File: src/rtl/mcc_pkg.sv
package mcc_pkg;

    localparam int OP_W  = 6;
    localparam int FN_W  = 4;
    localparam int ST_W  = 3;

    typedef enum logic [ST_W-1:0] {
        ST_FETCH  = 3'd0,
        ST_DECODE = 3'd1,
        ST_EXEC   = 3'd2,
        ST_MEM    = 3'd3,
        ST_WB     = 3'd4
    } state_e;

    typedef enum logic [2:0] {
        CL_NOP, CL_ALU, CL_IMM, CL_LOAD, CL_STORE, CL_BRANCH
    } class_e;

    typedef enum logic [1:0] {
        EXT_SIGN = 2'd0,
        EXT_ZERO = 2'd1,
        EXT_HI16 = 2'd2
    } ext_e;

    typedef enum logic [1:0] {
        BR_NONE, BR_ALWAYS, BR_EQ, BR_NE
    } br_e;

    localparam logic [OP_W-1:0] OP_NOP  = 6'h00;
    localparam logic [OP_W-1:0] OP_ALU  = 6'h20;
    localparam logic [OP_W-1:0] OP_ADDI = 6'h30;
    localparam logic [OP_W-1:0] OP_ANDI = 6'h32;
    localparam logic [OP_W-1:0] OP_ORI  = 6'h33;
    localparam logic [OP_W-1:0] OP_LI   = 6'h38;
    localparam logic [OP_W-1:0] OP_LUI  = 6'h39;
    localparam logic [OP_W-1:0] OP_LB   = 6'h03;
    localparam logic [OP_W-1:0] OP_LW   = 6'h0F;
    localparam logic [OP_W-1:0] OP_SB   = 6'h07;
    localparam logic [OP_W-1:0] OP_SW   = 6'h1F;
    localparam logic [OP_W-1:0] OP_B    = 6'h12;
    localparam logic [OP_W-1:0] OP_BEQ  = 6'h10;
    localparam logic [OP_W-1:0] OP_BNE  = 6'h11;

    localparam logic [FN_W-1:0] ALU_ADD = 4'd0;
    localparam logic [FN_W-1:0] ALU_SUB = 4'd1;
    localparam logic [FN_W-1:0] ALU_AND = 4'd2;
    localparam logic [FN_W-1:0] ALU_OR  = 4'd3;

    typedef struct packed {
        class_e          cls;
        ext_e            ext;
        logic [FN_W-1:0] alu;
        logic            byte_op;
        br_e             br;
    } dec_t;

    typedef struct packed {
        logic            pc_we;
        logic            pc_sel;
        logic            ir_we;
        logic            rf_we;
        ext_e            ext;
        logic            src_imm;
        logic [FN_W-1:0] alu_op;
        logic            mem_we;
        logic            byte_sel;
        logic            wb_mem;
    } ctrl_t;

endpackage

File: src/rtl/mcc_decode.sv
module mcc_decode
    import mcc_pkg::*;
(
    input  logic [OP_W-1:0] op_i,
    input  logic [FN_W-1:0] fn_i,
    output dec_t            dec_o
);

    always_comb begin
        dec_o         = '0;
        dec_o.cls     = CL_NOP;
        dec_o.ext     = EXT_SIGN;
        dec_o.alu     = ALU_ADD;
        dec_o.byte_op = 1'b0;
        dec_o.br      = BR_NONE;
        case (op_i)
            OP_ALU: begin
                dec_o.cls = CL_ALU;
                dec_o.alu = fn_i;
            end
            OP_ADDI, OP_LI: dec_o.cls = CL_IMM;
            OP_LUI: begin
                dec_o.cls = CL_IMM;
                dec_o.ext = EXT_HI16;
            end
            OP_ANDI: begin
                dec_o.cls = CL_IMM;
                dec_o.ext = EXT_ZERO;
                dec_o.alu = ALU_AND;
            end
            OP_ORI: begin
                dec_o.cls = CL_IMM;
                dec_o.ext = EXT_ZERO;
                dec_o.alu = ALU_OR;
            end
            OP_LB: begin
                dec_o.cls     = CL_LOAD;
                dec_o.byte_op = 1'b1;
            end
            OP_LW: dec_o.cls = CL_LOAD;
            OP_SB: begin
                dec_o.cls     = CL_STORE;
                dec_o.byte_op = 1'b1;
            end
            OP_SW: dec_o.cls = CL_STORE;
            OP_B: begin
                dec_o.cls = CL_BRANCH;
                dec_o.br  = BR_ALWAYS;
            end
            OP_BEQ: begin
                dec_o.cls = CL_BRANCH;
                dec_o.br  = BR_EQ;
                dec_o.alu = ALU_SUB;
            end
            OP_BNE: begin
                dec_o.cls = CL_BRANCH;
                dec_o.br  = BR_NE;
                dec_o.alu = ALU_SUB;
            end
            default: ;
        endcase
    end

endmodule

File: src/rtl/mcc_outputs.sv
module mcc_outputs
    import mcc_pkg::*;
(
    input  state_e state_i,
    input  dec_t   dec_i,
    input  logic   zero_i,
    input  logic   dst_ok_i,
    input  logic   quiet_i,
    output ctrl_t  ctrl_o
);

    logic taken;

    always_comb begin
        unique case (dec_i.br)
            BR_ALWAYS: taken = 1'b1;
            BR_EQ:     taken = zero_i;
            BR_NE:     taken = ~zero_i;
            default:   taken = 1'b0;
        endcase
    end

    always_comb begin
        ctrl_o     = '0;
        ctrl_o.ext = EXT_SIGN;
        case (state_i)
            ST_FETCH: begin
                ctrl_o.pc_we = 1'b1;
                ctrl_o.ir_we = 1'b1;
            end
            ST_EXEC: begin
                if (dec_i.cls != CL_NOP) begin
                    ctrl_o.ext     = dec_i.ext;
                    ctrl_o.alu_op  = dec_i.alu;
                    ctrl_o.src_imm = (dec_i.cls == CL_IMM) || (dec_i.cls == CL_LOAD)
                                   || (dec_i.cls == CL_STORE);
                end
                if (dec_i.cls == CL_BRANCH) begin
                    ctrl_o.pc_sel = 1'b1;
                    ctrl_o.pc_we  = taken;
                end
            end
            ST_MEM: begin
                ctrl_o.mem_we   = (dec_i.cls == CL_STORE);
                ctrl_o.byte_sel = dec_i.byte_op;
            end
            ST_WB: begin
                ctrl_o.rf_we    = dst_ok_i;
                ctrl_o.wb_mem   = (dec_i.cls == CL_LOAD);
                ctrl_o.byte_sel = dec_i.byte_op && (dec_i.cls == CL_LOAD);
            end
            default: ;
        endcase
        if (quiet_i) begin
            ctrl_o     = '0;
            ctrl_o.ext = EXT_SIGN;
        end
    end

endmodule

File: src/rtl/mc_ctrl_fsm.sv
module mc_ctrl_fsm
    import mcc_pkg::*;
#(
    parameter int DST_W    = 5,
    parameter bit R0_GUARD = 1'b1
) (
    input  logic             clk,
    input  logic             rst,
    input  logic [OP_W-1:0]  op_i,
    input  logic [FN_W-1:0]  fn_i,
    input  logic [DST_W-1:0] dst_i,
    input  logic             zero_i,
    output logic [ST_W-1:0]  state_o,
    output logic             pc_we_o,
    output logic             pc_sel_o,
    output logic             ir_we_o,
    output logic             rf_we_o,
    output logic [1:0]       ext_mode_o,
    output logic             alu_src_imm_o,
    output logic [FN_W-1:0]  alu_op_o,
    output logic             mem_we_o,
    output logic             byte_sel_o,
    output logic             wb_mem_o
);

    typedef struct packed {
        state_e state;
    } regs_t;

    regs_t regs_d, regs_q;
    dec_t  dec;
    ctrl_t ctrl;
    logic  dst_ok;

    mcc_decode u_decode (
        .op_i  (op_i),
        .fn_i  (fn_i),
        .dec_o (dec)
    );

    generate
        if (R0_GUARD) begin : g_r0_guard
            assign dst_ok = |dst_i;
        end else begin : g_no_guard
            assign dst_ok = 1'b1;
        end
    endgenerate

    always_comb begin
        regs_d = regs_q;
        case (regs_q.state)
            ST_FETCH:  regs_d.state = ST_DECODE;
            ST_DECODE: regs_d.state = (dec.cls == CL_NOP) ? ST_FETCH : ST_EXEC;
            ST_EXEC: begin
                case (dec.cls)
                    CL_LOAD, CL_STORE: regs_d.state = ST_MEM;
                    CL_ALU, CL_IMM:    regs_d.state = ST_WB;
                    default:           regs_d.state = ST_FETCH;
                endcase
            end
            ST_MEM:    regs_d.state = (dec.cls == CL_LOAD) ? ST_WB : ST_FETCH;
            default:   regs_d.state = ST_FETCH;
        endcase
        if (rst) begin
            regs_d.state = ST_FETCH;
        end
    end

    always_ff @(posedge clk) begin
        regs_q <= regs_d;
    end

    mcc_outputs u_outputs (
        .state_i  (regs_q.state),
        .dec_i    (dec),
        .zero_i   (zero_i),
        .dst_ok_i (dst_ok),
        .quiet_i  (rst),
        .ctrl_o   (ctrl)
    );

    assign state_o       = regs_q.state;
    assign pc_we_o       = ctrl.pc_we;
    assign pc_sel_o      = ctrl.pc_sel;
    assign ir_we_o       = ctrl.ir_we;
    assign rf_we_o       = ctrl.rf_we;
    assign ext_mode_o    = ctrl.ext;
    assign alu_src_imm_o = ctrl.src_imm;
    assign alu_op_o      = ctrl.alu_op;
    assign mem_we_o      = ctrl.mem_we;
    assign byte_sel_o    = ctrl.byte_sel;
    assign wb_mem_o      = ctrl.wb_mem;

endmodule

File: config.mk
export PLATFORM = sky130hd
export DESIGN_NAME = mc_ctrl_fsm
export DESIGN_NICKNAME = d
export VERILOG_FILES = /design/src/rtl/mcc_pkg.sv /design/src/rtl/mcc_decode.sv /design/src/rtl/mcc_outputs.sv /design/src/rtl/mc_ctrl_fsm.sv
export SDC_FILE = /design/constraint.sdc
export NUM_CORES = 1
export LEC_CHECK = 0
export BUFFER_PORTS_ARGS = -buffer_cell sky130_fd_sc_hd__clkbuf_2
export CAP_MARGIN = 30
export CORE_MARGIN = 2
export CORE_UTILIZATION = 42
export CTS_CLUSTER_DIAMETER = 40
export DETAILED_ROUTE_END_ITERATION = 16
export HOLD_SLACK_MARGIN = 0.1
export PLACE_DENSITY = 0.77
export SETUP_SLACK_MARGIN = 0.15
export SYNTH_ARGS = -nofsm -noshare
export SYNTH_HDL_FRONTEND = slang
export SYNTH_SLANG_ARGS = --single-unit
export TNS_END_PERCENT = 20
File: constraint.sdc
create_clock -name clk -period 2 [get_ports clk]
set_clock_uncertainty 0.1 [all_clocks]
set_input_delay 0.3 -clock clk [delete_from_list [all_inputs] [get_ports clk]]
set_output_delay 0.3 -clock clk [all_outputs]
set_load 0.02 [all_outputs]
==> impl_metrics.ini, run 1 <==
[status]
status = finished with violations
violations = negative setup slack

[power_and_ir_drop]
clkPwrFrac_pct = 33.1
swShare_pct = 35.68
pwr-share-seq_pct = 20.3
ir_drop_mv = 0.1485
cellLeakagePower_nw = 0.4721
comb_power_share_pct = 46.6
p_int_mw = 0.2034
p_per_area_nw_per_um2 = 295.9
switchingPower_mw = 0.1128
power_mw = 0.3162

[global_route]
antenna_found_initial = 0
grt_overflow_total = 0
grt_pass1_wl_um = 3795
grt_max_degree = 12
grt_usage_pct = 27.32
first_global_vias = 867

[layout]
final_cell_mix = 23 x buf_4, 21 x clkbuf_2, 11 x nor2_1
syn2layout_area_growth_pct = 78.66
drive_gt1_share_pct = 54.68
fin_nets = 158
largest_reg_flops = 3
stdcell_area_um2 = 1069
final_common_cell = buf_4
antenna_cells = 0
fin_util_pct = 81.10
instances_no_fill = 154

[sta]
timing.fmax_mhz = 481.4
report.final.setup_viol = 5
hold_viol_final = 0
slew_viol_final = 0
final.period_utilization_pct = 103.9
rsz0062_at_grt = yes
relSlewSlack_pct = 68.26
worst_pin_slew_ns = 0.4702
setup_slack_ns = -0.07746
period_minus_slack_ns = 2.077

[routing]
dr.first_iter.drc_count = 20
drt_first_pass_iters = 6
route.detailed.drc = 0
wl_per_cell_um = 13.92
vias_per_cell = 5.643
vias = 869
antenna_left = 0
wl_um = 2144

[yosys]
synth.yosys.seq_area_share_pct = 10.04
synth_top_area_share_pct = 10.04
yosysWarnings = 0
synth_top_area_cell = dfxtp_1
ys_seq_elements = 3
synth_fp_nets = 107
synth.avg_cell_area_um2 = 6.720
syn-cell-area_um2 = 598.1
synthCells = 89
synth.area.top_cells = dfxtp_1 10%, nor2_1 7.5%, a21oi_1 5.9%
synthDistinctLibCells = 39

[clocking]
clock_sinks = 3
cts_tree = yes
worst_skew_pair.late_latency_ns = 0.23
cts_buffers = 3
h-tree-depth = 1
clock_path_buffers = 2
post_cts_buffers = 0
ctsHoldBuffers = 0
clk_pin_slew_ns = 0.04
cts_root_buf = clkbuf_4

[floorplan]
die_area_um2 = 1742
pin_count = 35
initial_core_util_pct = 45.39
placementRows = 13
die_x_um = 41.74
coreArea_um2 = 1318
die_h_um = 41.74

[placed_design]
io_buffers = 34
dpl_cell_area_um2 = 940.9
gp_congestion = 0.8760
post-dp-hpwl_um = 1664
post-place-cells = 150

[setup_path]
cp.required_ns = 1.60
cp-end-kind = output port
cp_data_arrival_time_ns = 1.68
critical_path_class = primary input to output port
cp_max_fo = 5
cp-start-kind = primary input

[flow_run]
cap_violations = 0

[min_path]
hold_path.class = primary input to flop
## layer usage
metal	up-vias	part of all wire (%)	track usage, %
met5	-	0	0
met3	2	4.6	4.348
met1	404	40	31.17
li1	430	-	-
met4	0	0.79	10.97
met2	33	54	49.69
## Yosys cell counts (all sizes together)
cell,count
or3,5
a211oi,1
nand3b,1
a21oi,7
or4,1
o21ai,6
xor2,1
and2b,1
dfxtp,3
nor4b,1
or4b,1
a211o,1
o21a,1
nor2b,2
and4,1
nor3,5
xnor2,2
nand2,4
clkbuf,5
a2111oi,2
a21o,1
o22a,1
or2,1
o311a,1
o22ai,2
nand2b,4
nand4,3
and4b,1
inv,1
buf,3
nand3,4
and2,2
and3,1
o311ai,1
nor2,12
## kinds of logic after synthesis
family,Yosys count,synth area share (%)
AO/OA/AOI/OAI,24,29.92
flip-flops,3,10.04
AND/OR/NAND/NOR,50,48.33
buffers and inverters,9,7.322
XOR/XNOR,3,4.394
## per-stage QoR
| step | hold slack [ns] | setup WS, ns | setup TNS, ns |
|---|---|---|---|
| detailed placement | 0.5061 | -0.1276 | -0.2564 |
| global route | 0.4426 | -0.1433 | -0.7746 |
| CTS | 0.4073 | -0.09896 | -0.2695 |
| floorplan | 0.3813 | -0.005293 | -0.005293 |
| finish | 0.4192 | -0.07746 | -0.2414 |
| global placement | 0.4923 | -0.09923 | -0.1840 |
## power groups by stage
stage          sequential (mW)  clock (mW)  combinational, mW
2_1_floorplan           0.0682           0             0.0735
3_3_place_gp            0.0652           0              0.133
3_5_place_dp            0.0655           0              0.138
4_1_cts                 0.0640       0.107              0.146
5_1_grt                 0.0645       0.117              0.162
6_report                0.0642       0.105              0.147
## what timing repair did
action / in CTS / in global routing
endpoints found under the setup margin: 12 / 14
pin swaps: 5 / 0
gates resized for setup: 23 / 7
## worst max-delay path, cell delays in order
cell       delay, ns
clkbuf_8        0.12
or2_4           0.26
a2111oi_4       0.36
nand3_2         0.14
a2111oi_4       0.30
buf_4           0.19
## final timing paths
path                          from               endpoint  slack, ns  depth (start not counted)
min                            rst  state_o[1]$_SDFF_PP0_       0.42                          4
max reg2reg  state_o[2]$_SDFF_PP0_  state_o[2]$_SDFF_PP0_       0.38                          5
min reg2reg  state_o[1]$_SDFF_PP0_  state_o[1]$_SDFF_PP0_       0.51                          2
max                        op_i[3]             byte_sel_o      -0.08                          6
## area by class of cell
cell class	instances	area, um^2
Sequential cell	3	65.06
Tap cell	15	18.77
Fill cell	99	249.0
Inverter	1	3.754
Multi-Input combinational cell	77	574.3
Clock buffer	4	26.28
Timing Repair Buffer	54	380.4
Power figures use the tool's default switching activity.
==> inputs of run 2 (changes only) <==
Settings changed: BUFFER_PORTS_ARGS -buffer_cell sky130_fd_sc_hd__clkbuf_2 to -buffer_cell sky130_fd_sc_hd__buf_4.
==> run 2 against run 1 <==
  * The flow still finishes with violations (negative setup slack)
  * Fmax rose by 0.43%
  * Via count rose by 5.3%
  * Global-route usage rose by 1.9 points
  * Hold slack got worse by 0.078 ns
  * Register-to-register slack barely moved
  * First-iteration DRC count fell by 10%
  * Final cell count fell by 1.9%
  * Clock power rose by 4%
  * Utilization rose by 3.3 points
  * Design area rose by 4.1%
  * Setup slack improved by 0.0089 ns
  * Critical path type unchanged
  * Highest routed layer unchanged
==> impl_metrics.ini, run 2 (same netlist as run 1, synthesis figures left out) <==
[min_path]
hold-path-endpoint = state_o[1]$_SDFF_PP0_
hold_path.class = primary input to flop
hold_start = rst
min_path_cells = 3

[setup_path]
critical_path_class = primary input to output port
cp_data_arrival_time_ns = 1.67
crit-reg2reg-launch = state_o[2]$_SDFF_PP0_
rrSetupSlack_ns = 0.38
rr_worst_depth = 5
cp_max_fo = 3
cp-end-kind = output port
reg2reg_to = state_o[2]$_SDFF_PP0_
cp-start-kind = primary input
cp.required_ns = 1.60

[sta]
relSlewSlack_pct = 76.38
final.period_utilization_pct = 103.4
setup_slack_ns = -0.06859
timing.fmax_mhz = 483.4
period_minus_slack_ns = 2.069
rsz0062_at_grt = yes
report.final.setup_viol = 5
worst_pin_slew_ns = 0.3542
slew_viol_final = 0
worst_hold_slack_ns = 0.3408
hold_viol_final = 0

[floorplan]
die_h_um = 41.74
initial_core_util_pct = 45.39
pin_count = 35
coreArea_um2 = 1318
die_x_um = 41.74
placementRows = 13
die_area_um2 = 1742

[status]
violations = negative setup slack
status = finished with violations

[layout]
largest_reg_flops = 3
instances_no_fill = 151
final_cell_mix = 44 x buf_4, 11 x nor2_1, 7 x buf_6
final_common_cell = buf_4
antenna_cells = 0
filler_cell_count = 85
drive_gt1_share_pct = 56.62
fin_nets = 155
multiInputGateArea_um2 = 589.3
layout.area.seq_um2 = 65.06
syn2layout_area_growth_pct = 85.98

[power_and_ir_drop]
p_per_area_nw_per_um2 = 304.0
power_mw = 0.3381
p_int_mw = 0.2146
comb_power_share_pct = 48.7
ir_drop_mv = 0.1991
switchingPower_mw = 0.1234
swShare_pct = 36.51
pwr-share-seq_pct = 19.0
cellLeakagePower_nw = 0.4818
clkPwrFrac_pct = 32.3

[clocking]
clk_pin_slew_ns = 0.03
cts_buffers = 3
h-tree-depth = 1
cts_tree = yes
worst_skew_pair.late_latency_ns = 0.24
cts_root_buf = clkbuf_4
clock_sinks = 3
clock_path_buffers = 2

[routing]
vias = 915
dr.first_iter.drc_count = 18
vias_per_cell = 6.060
antenna_left = 0
wl_um = 2484
drt_first_pass_iters = 4
route.detailed.drc = 0
wl_per_cell_um = 16.45

[placed_design]
post-dp-hpwl_um = 1712
gp_congestion = 0.8955
post-place-cells = 145
io_buffers = 34

[global_route]
grt_max_degree = 16
met3_usage_pct = 7.826
top_usage_layer = met2
met1_usage_pct = 32.47
grt_pass1_wl_um = 4015
grt_usage_pct = 29.20
antenna_found_initial = 0
grt_overflow_total = 0
first_global_vias = 888
grt_util_met2_pct = 53.44

[flow_run]
cap_violations = 0
-- run 2: power by group through the flow --
stage / registers (mW) / clock network [mW] / logic, mW
2_1_floorplan: 0.0682 / 0 / 0.0735
3_3_place_gp: 0.0651 / 0 / 0.140
3_5_place_dp: 0.0656 / 0 / 0.146
4_1_cts: 0.0641 / 0.112 / 0.156
5_1_grt: 0.0644 / 0.116 / 0.177
6_report: 0.0643 / 0.109 / 0.165
-- run 2: timing repair --
action	in CTS	in global routing
endpoints found under the setup margin	12	14
pin swaps	8	6
setup buffers	2	0
gates resized for setup	15	7
hold buffers	0	0
-- run 2: metrics by stage --
stage	TNS, ns	setup WS, ns	utilization (%)	cell area, um^2
2_1_floorplan	-0.005293	-0.005293	-	646.9
3_3_place_gp	-0.1818	-0.08720	75.02	988.4
3_5_place_dp	-0.2520	-0.1234	75.02	988.4
4_1_cts	-0.2713	-0.06811	83.00	1094
5_1_grt	-0.5972	-0.1468	84.43	1112
6_report	-0.2128	-0.06859	84.43	1112
-- run 2: layer usage --
metal | wire [um] | share of wire, %
met1 | 943 | 38
met5 | 0 | 0
met3 | 129 | 5.2
met4 | 53 | 2.1
met2 | 1358 | 55
-- run 2: worst max-delay path by stage --
stage | slack (ns) | to | startpoint | cells after the start
after global placement | -0.09 | byte_sel_o | op_i[3] | 6
after CTS | -0.07 | alu_op_o[1] | state_o[2]$_SDFF_PP0_ | 6
after floorplan | -0.005 | byte_sel_o | op_i[3] | 5
final | -0.07 | byte_sel_o | op_i[2] | 6
after detailed placement | -0.12 | mem_we_o | op_i[3] | 8
after global routing | -0.15 | byte_sel_o | op_i[2] | 6
-- run 2: worst max-delay path: stages --
cell	delay [ns]
buf_6	0.10
or2_4	0.26
a2111oi_4	0.38
nand3_2	0.14
a2111oi_4	0.30
buf_4	0.19
-- run 2: cell type report --
type,count,share of cell area (%)
Clock buffer,4,2.362
Multi-Input combinational cell,77,52.98
Timing Repair Buffer,51,36.78
Tap cell,15,1.687
Sequential cell,3,5.849
Inverter,1,0.3375
